## src/rtl/mdio_mgmt_pkg.sv

```systemverilog
package mdio_mgmt_pkg;
  localparam logic [1:0] ADDR_CTRL = 2'd0;
  localparam logic [1:0] ADDR_WORD = 2'd1;
  localparam logic [1:0] ADDR_STAT = 2'd2;
  localparam logic [1:0] OP_READ   = 2'b10;
  localparam logic [1:0] SOF_BITS  = 2'b01;
  localparam logic [1:0] TA_WRITE  = 2'b10;
  localparam logic [1:0] TA_READ   = 2'b11;
  localparam int CTRL_EN_BIT   = 0;
  localparam int CTRL_SLOW_BIT = 1;
endpackage

```

## src/rtl/mdio_clk_gen.sv

```systemverilog
module mdio_clk_gen #(
  parameter int FAST_DIV = 8,
  parameter int SLOW_DIV = 32
) (
  input  logic clk,
  input  logic rst,
  input  logic run,
  input  logic slow,
  output logic mdc,
  output logic rise_tick,
  output logic end_tick
);
  localparam int CW = $clog2(SLOW_DIV);
  localparam logic [CW-1:0] FAST_FULL = CW'(FAST_DIV - 1);
  localparam logic [CW-1:0] FAST_HALF = CW'(FAST_DIV / 2 - 1);
  localparam logic [CW-1:0] SLOW_FULL = CW'(SLOW_DIV - 1);
  localparam logic [CW-1:0] SLOW_HALF = CW'(SLOW_DIV / 2 - 1);

  logic [CW-1:0] cnt;
  logic [CW-1:0] full_m1;
  logic [CW-1:0] half_m1;

  always_comb begin
    full_m1   = slow ? SLOW_FULL : FAST_FULL;
    half_m1   = slow ? SLOW_HALF : FAST_HALF;
    rise_tick = run && (cnt == half_m1);
    end_tick  = run && (cnt == full_m1);
  end

  always_ff @(posedge clk) begin
    if (rst || !run) begin
      cnt <= '0;
      mdc <= 1'b0;
    end else begin
      cnt <= end_tick ? '0 : cnt + 1'b1;
      if (rise_tick)     mdc <= 1'b1;
      else if (end_tick) mdc <= 1'b0;
    end
  end

  // the management clock rests low whenever no frame runs
  assert_mdc_low_idle_R3: assert property (@(posedge clk) disable iff (rst)
    !run |=> !mdc);
endmodule

```

## src/rtl/mdio_frame_shifter.sv

```systemverilog
module mdio_frame_shifter #(
  parameter int PRE_LEN = 32
) (
  input  logic                    clk,
  input  logic                    rst,
  input  logic                    start,
  input  logic [PRE_LEN+31:0]     frame_in,
  input  logic                    is_read,
  input  logic                    rise_tick,
  input  logic                    end_tick,
  input  logic                    mdio_i,
  output logic                    busy,
  output logic                    mdio_o,
  output logic                    mdio_oe,
  output logic [15:0]             rd_data,
  output logic                    done
);
  localparam int FL = PRE_LEN + 32;
  localparam int BW = $clog2(FL);
  localparam logic [BW-1:0] LAST_IDX = BW'(FL - 1);
  localparam logic [BW-1:0] TA_IDX   = BW'(PRE_LEN + 14);
  localparam logic [BW-1:0] DATA_IDX = BW'(PRE_LEN + 16);
  localparam logic [BW-1:0] SOF_IDX  = BW'(PRE_LEN);

  logic [FL-1:0] shreg;
  logic [BW-1:0] bit_idx;
  logic          read_q;
  logic [BW-1:0] next_idx;

  assign next_idx = bit_idx + 1'b1;
  assign done     = busy && end_tick && (bit_idx == LAST_IDX);

  always_ff @(posedge clk) begin
    if (rst) begin
      busy    <= 1'b0;
      shreg   <= '0;
      bit_idx <= '0;
      read_q  <= 1'b0;
      rd_data <= '0;
      mdio_o  <= 1'b1;
      mdio_oe <= 1'b0;
    end else if (start && !busy) begin
      busy    <= 1'b1;
      shreg   <= frame_in;
      bit_idx <= '0;
      read_q  <= is_read;
      mdio_o  <= frame_in[FL-1];
      mdio_oe <= 1'b1;
    end else if (busy) begin
      if (rise_tick && read_q && (bit_idx >= DATA_IDX))
        rd_data <= {rd_data[14:0], mdio_i};
      if (end_tick) begin
        if (bit_idx == LAST_IDX) begin
          busy    <= 1'b0;
          mdio_o  <= 1'b1;
          mdio_oe <= 1'b0;
        end else begin
          bit_idx <= next_idx;
          shreg   <= {shreg[FL-2:0], 1'b0};
          mdio_o  <= shreg[FL-2];
          mdio_oe <= !(read_q && (next_idx >= TA_IDX));
        end
      end
    end
  end

  // preamble bits are driven ones
  assert_preamble_ones_R2: assert property (@(posedge clk) disable iff (rst)
    (busy && (bit_idx < SOF_IDX)) |-> (mdio_o && mdio_oe));
  // start pattern 0 then 1
  assert_sof_zero_R2: assert property (@(posedge clk) disable iff (rst)
    (busy && (bit_idx == SOF_IDX)) |-> !mdio_o);
  // read frames release the line from the turnaround on
  assert_read_release_R5: assert property (@(posedge clk) disable iff (rst)
    (busy && read_q && (bit_idx >= TA_IDX)) |-> !mdio_oe);
  // line not driven while idle
  assert_idle_hiz_R10: assert property (@(posedge clk) disable iff (rst)
    !busy |-> !mdio_oe);
endmodule

```

## src/rtl/mdio_mgmt_ctrl.sv

```systemverilog
module mdio_mgmt_ctrl #(
  parameter int FAST_DIV = 8,
  parameter int SLOW_DIV = 32,
  parameter int PRE_LEN  = 32
) (
  input  logic        clk,
  input  logic        rst,
  input  logic        reg_wr_en,
  input  logic [1:0]  reg_addr,
  input  logic [31:0] reg_wdata,
  output logic [31:0] reg_rdata,
  output logic        mdc,
  output logic        mdio_o,
  output logic        mdio_oe,
  input  logic        mdio_i
);
  import mdio_mgmt_pkg::*;

  localparam int FL = PRE_LEN + 32;

  logic        port_en;
  logic        slow_sel;
  logic        slow_q;
  logic        read_q;
  logic [31:0] mgmt_word;
  logic        busy;
  logic        done;
  logic        start;
  logic        wr_word;
  logic        wr_is_read;
  logic [FL-1:0] frame;
  logic [15:0] rd_data;
  logic        rise_tick;
  logic        end_tick;

  assign wr_word    = reg_wr_en && (reg_addr == ADDR_WORD);
  assign wr_is_read = (reg_wdata[29:28] == OP_READ);
  assign start      = wr_word && !busy && port_en;
  assign frame      = {{PRE_LEN{1'b1}}, SOF_BITS, reg_wdata[29:18],
                       (wr_is_read ? TA_READ : TA_WRITE), reg_wdata[15:0]};

  always_ff @(posedge clk) begin
    if (rst) begin
      port_en   <= 1'b0;
      slow_sel  <= 1'b0;
      slow_q    <= 1'b0;
      read_q    <= 1'b0;
      mgmt_word <= '0;
    end else begin
      if (reg_wr_en && (reg_addr == ADDR_CTRL)) begin
        port_en  <= reg_wdata[CTRL_EN_BIT];
        slow_sel <= reg_wdata[CTRL_SLOW_BIT];
      end
      if (wr_word && !busy)
        mgmt_word <= reg_wdata;
      else if (done && read_q)
        mgmt_word[15:0] <= rd_data;
      if (start) begin
        slow_q <= slow_sel;
        read_q <= wr_is_read;
      end
    end
  end

  always_comb begin
    case (reg_addr)
      ADDR_CTRL: reg_rdata = {30'd0, slow_sel, port_en};
      ADDR_WORD: reg_rdata = mgmt_word;
      ADDR_STAT: reg_rdata = {31'd0, !busy};
      default:   reg_rdata = '0;
    endcase
  end

  mdio_clk_gen #(.FAST_DIV(FAST_DIV), .SLOW_DIV(SLOW_DIV)) u_clk_gen (
    .clk       (clk),
    .rst       (rst),
    .run       (busy),
    .slow      (slow_q),
    .mdc       (mdc),
    .rise_tick (rise_tick),
    .end_tick  (end_tick)
  );

  mdio_frame_shifter #(.PRE_LEN(PRE_LEN)) u_shifter (
    .clk       (clk),
    .rst       (rst),
    .start     (start),
    .frame_in  (frame),
    .is_read   (wr_is_read),
    .rise_tick (rise_tick),
    .end_tick  (end_tick),
    .mdio_i    (mdio_i),
    .busy      (busy),
    .mdio_o    (mdio_o),
    .mdio_oe   (mdio_oe),
    .rd_data   (rd_data),
    .done      (done)
  );

  // a word write during a frame leaves the word untouched
  assert_busy_write_ignored_R8: assert property (@(posedge clk) disable iff (rst)
    (wr_word && busy && !done) |=> $stable(mgmt_word));
  // a frame only begins while the port is enabled
  assert_start_needs_enable_R9: assert property (@(posedge clk) disable iff (rst)
    $rose(busy) |-> $past(port_en));
  // completion of a read keeps the upper half
  assert_upper_kept_R6: assert property (@(posedge clk) disable iff (rst)
    (done && read_q) |=> (mgmt_word[31:16] == $past(mgmt_word[31:16])));
endmodule

```

## config.mk

```make
export PLATFORM = sky130hd
export DESIGN_NAME = mdio_mgmt_ctrl
export DESIGN_NICKNAME = d
export VERILOG_FILES = /design/src/rtl/mdio_mgmt_pkg.sv /design/src/rtl/mdio_clk_gen.sv /design/src/rtl/mdio_frame_shifter.sv /design/src/rtl/mdio_mgmt_ctrl.sv
export SDC_FILE = /design/constraint.sdc
export NUM_CORES = 1
export LEC_CHECK = 0
export ABC_AREA = 1
export BUFFER_PORTS_ARGS = -buffer_cell sky130_fd_sc_hd__buf_2
export CORE_MARGIN = 4
export CORE_UTILIZATION = 30
export DETAILED_ROUTE_END_ITERATION = 8
export PLACE_DENSITY = 0.5
export SLEW_MARGIN = 0
export SYNTH_ARGS = -nofsm -noshare
export SYNTH_HDL_FRONTEND = slang
export SYNTH_HIERARCHICAL = 1
export SYNTH_SLANG_ARGS = --single-unit
```

## constraint.sdc

```tcl
create_clock -name clk -period 2 [get_ports clk]
set_input_delay 0.4 -clock clk [delete_from_list [all_inputs] [get_ports clk]]
set_output_delay 0.4 -clock clk [all_outputs]
set_load 0.02 [all_outputs]
```

==> summary.txt <==
Cells and area
  • Count of filler cells inserted in the layout: 2132
  • Area growth, synth to finish: 27.3%
  • Count of nets after finishing: 1017
  • Area used by sequential logic in the layout: 2630 um^2
  • Area of all placed cells without fillers: 7620 um^2
  • Post-route non-filler standard cell count: 1254
  • Antenna Diode Count: 0
  • Area of combinational cells with multiple inputs: 2900 um^2
  • Share of cells above drive strength 1: 18.2%
  • Highest-count cells in the layout ignoring fill and taps: nand2_1 (213), dfxtp_1 (128), nor2_1 (115)
  • Commonest non-fill, non-tap cell in the layout: nand2_1

Setup path
  • CP Class: reg2reg
  • CP Data Arrival Time: 2.21 ns
  • WP data required: 2.35 ns
  • Element type at the critical path start: register
  • Launch point of the worst path: u_clk_gen/cnt[1]$_SDFF_PP0_
  • Critical-path maximum fanout: 8
  • Reg2Reg Launch Point: u_clk_gen/cnt[1]$_SDFF_PP0_
  • Critical Path End Type: register

Timing
  • Maximum clock frequency: 538 MHz
  • Largest clock skew in the final design: 0.00787 ns
  • Worst Max-Slew Pin Slew: 0.561 ns
  • Fin. Hold Viols: 0
  • Worst slew slack as a fraction of its limit: 62.5%
  • Setup Viol. Count Final: 0
  • Period utilization: 93.0%
  • Slew Viols, Final: 0
  • Final worst path period need: 1.86 ns
  • Unrepaired setup endpoints after global routing: no
  • Post-route setup slack: 0.141 ns

Logic synthesis
  • Register bit count reported by yosys: 131
  • Library cells used by synthesis: 30
  • Post-synth top area cell: dfxtp_1
  • Yosys warning total: 6
  • Mapped Avg Cell Area: 6.95 um^2
  • Sequential cell area fraction in the yosys report: 43.8%
  • Top area cells in the synthesized netlist: dfxtp_1 (44%), nand2_1 (14%), nand3_1 (8.5%), nor2_1 (7.2%), a31oi_1 (6.5%)
  • Netlist Area Pre-Place: 5980 um^2
  • Gate Count Post-Synth: 860
  • Share of the synthesized area in the top cell type: 43.8%

Floorplan
  • Number of placement rows: 51
  • Full die area: 22300 um^2
  • Core outline area: 19500 um^2
  • Effective utilization at floorplan: 30.6%
  • DIE WIDTH: 149 um
  • Die Y: 149 um
  • I/O pins: 73

Clock network
  • TritonCTS clock tree: done
  • Total number of clock tree sinks: 131
  • Clk buf depth: 2
  • Clock root buffer: clkbuf_16
  • Clock-pin slew of the registers on the worst-case setup and hold paths: 0.06 ns
  • Number of buffers created by CTS: 17
  • H-tree lvl count: 4
  • Clock insertion delay at the later pin of the skew report: 0.42 ns

Routing
  • Post-route antenna net violation count: 0
  • DR iter-0 viols: 293
  • Average via count per standard cell: 4.51
  • Drt pass-1 iters: 5
  • Detailed-route DRC error count: 0
  • Overall routed net length: 16.6 mm
  • Detailed-route wire length per cell: 13.2 um
  • Detailed-route via count: 5658

Power
  • VDD IR-drop max: 489 uV
  • Leakage dissipation: 0.00302 uW
  • Power per cell area: 816 nW/um^2

Global routing
  • Largest net degree at the start of global routing: 58
  • Gr ovfl total: 0
  • Via count of the first global-routing pass: 5221
  • Overall global routing resource usage: 15.1%
  • Wire length of the first global-routing pass: 27.1 mm
  • Number of antenna violations at the first check in global routing: 0

Place
  • Instance count after placement with tap cells included: 1218
  • DP Worst Slack: -0.0682 ns
  • Half-perimeter wire length after placement: 10.6 mm
  • Cell area after placement: 6880 um^2
  • Global placement routability congestion: 0.770
  • IO Port Bufs: 72

Worst hold path
  • Hold Crit Class: in2reg
  • Hold path start: reg_wdata[31]

Status
  • Status: finished, final reports clean

Flow run
  • Number of violations of the max-capacitance limit: 0
## layout make-up
type | count | area share, %
Inverter | 84 | 4.24
Clock inverter | 14 | 2.12
Timing Repair Buffer | 116 | 10.9
Sequential cell | 131 | 34.5
Clock buffer | 18 | 5.77
Multi-Input combinational cell | 626 | 38.1
Tap cell | 265 | 4.35
## where the power goes
part	switching, uW	internal [uW]
Clock	1200	1980
Combinational	230	122
Sequential	22.4	2660
## Yosys cell counts, drive strengths merged
master,number
nand2,221
dfxtp,131
nor2,123
nand3,104
inv,84
a31oi,62
o21ai,43
buf,30
a21oi,25
clkbuf,24
ha,3
conb,2
o221ai,2
xor2,2
a21boi,1
nand4,1
o21a,1
o21bai,1
## logic make-up (layout without fill, tap and decap cells)
logic type,count (synthesis),count (layout),share of synthesized area (%)
buffers and inverters,138,232,10.5
DFF,131,131,43.8
xor gates and xnor gates,2,2,0.293
and+or+nand+nor,449,451,31.8
AOI/OAI and AO/OA,135,135,12.8
other,2,35,0.126
adders and majority gates,3,3,0.628
## routing by layer
metal  global-route usage [%]  share of wire [%]  vias up
li1                         -                  -     2979
met4                     4.76                1.2        0
met5                        0                  0        -
met2                     22.1                 43      114
met3                     3.65                3.9       11
met1                     21.7                 52     2554
## metrics by stage
step / setup TNS [ns] / util, % / total power, uW / hold slack, ns
2_1_floorplan: 0 / - / 2950 / 0.418
3_3_place_gp: -1.23 / 35.2 / 3090 / 0.452
3_5_place_dp: -2.28 / 35.2 / 3090 / 0.458
4_1_cts: 0 / 38.4 / 6280 / 0.215
5_1_grt: 0 / 39.0 / 6450 / 0.253
6_report: 0 / 39.0 / 6210 / 0.230
## path summary, 6_finish.rpt
| kind | slack (ns) | to | cells after the start |
|---|---|---|---|
| worst min register to register | 0.47 | u_shifter/shreg[0]$_SDFFE_PP0P_ | 2 |
| worst max-delay path | 0.14 | mgmt_word[0]$_SDFFE_PP0P_ | 15 |
| worst min-delay path | 0.23 | mgmt_word[31]$_SDFFE_PP0P_ | 3 |
| worst max register to register | 0.14 | mgmt_word[0]$_SDFFE_PP0P_ | 15 |
## worst max-delay path: stages (launching register included)
cell,delay [ns]
dfxtp_2,0.35
ha_4,0.14
nand2_2,0.06
nor2_2,0.09
nand3_2,0.08
inv_1,0.07
nand2_2,0.07
buf_6,0.13
nor2_1,0.10
nand2_1,0.11
inv_2,0.13
clkbuf_16,0.17
nand2_1,0.05
nand2_1,0.06
nand2_1,0.06
a21oi_1,0.11
## flip-flops by register name (all words and copies together) (netlist names)
signal	cells
port_en	1
u_shifter/busy	1
slow_q	1
u_shifter/rd_data	16
u_shifter/shreg	63
u_shifter/bit_idx	6
mgmt_word	32
u_shifter/mdio_oe	1
slow_sel	1
read_q	1
u_shifter/read_q	1
u_clk_gen/cnt	5
u_shifter/mdio_o	1
u_clk_gen/mdc	1
## what timing repair did
| action | 4_1_cts | 5_1_grt |
|---|---|---|
| hold buffers | 0 | 0 |
| pin swaps | 2 | 7 |
| gates cloned | 2 | 2 |
| endpoints found under the setup margin | 63 | 83 |
| buffers inserted | 0 | 0 |
| endpoints found under the hold margin | 0 | 0 |
| resized for setup | 2 | 19 |
No activity file was read; power rests on OpenSTA's default activity.
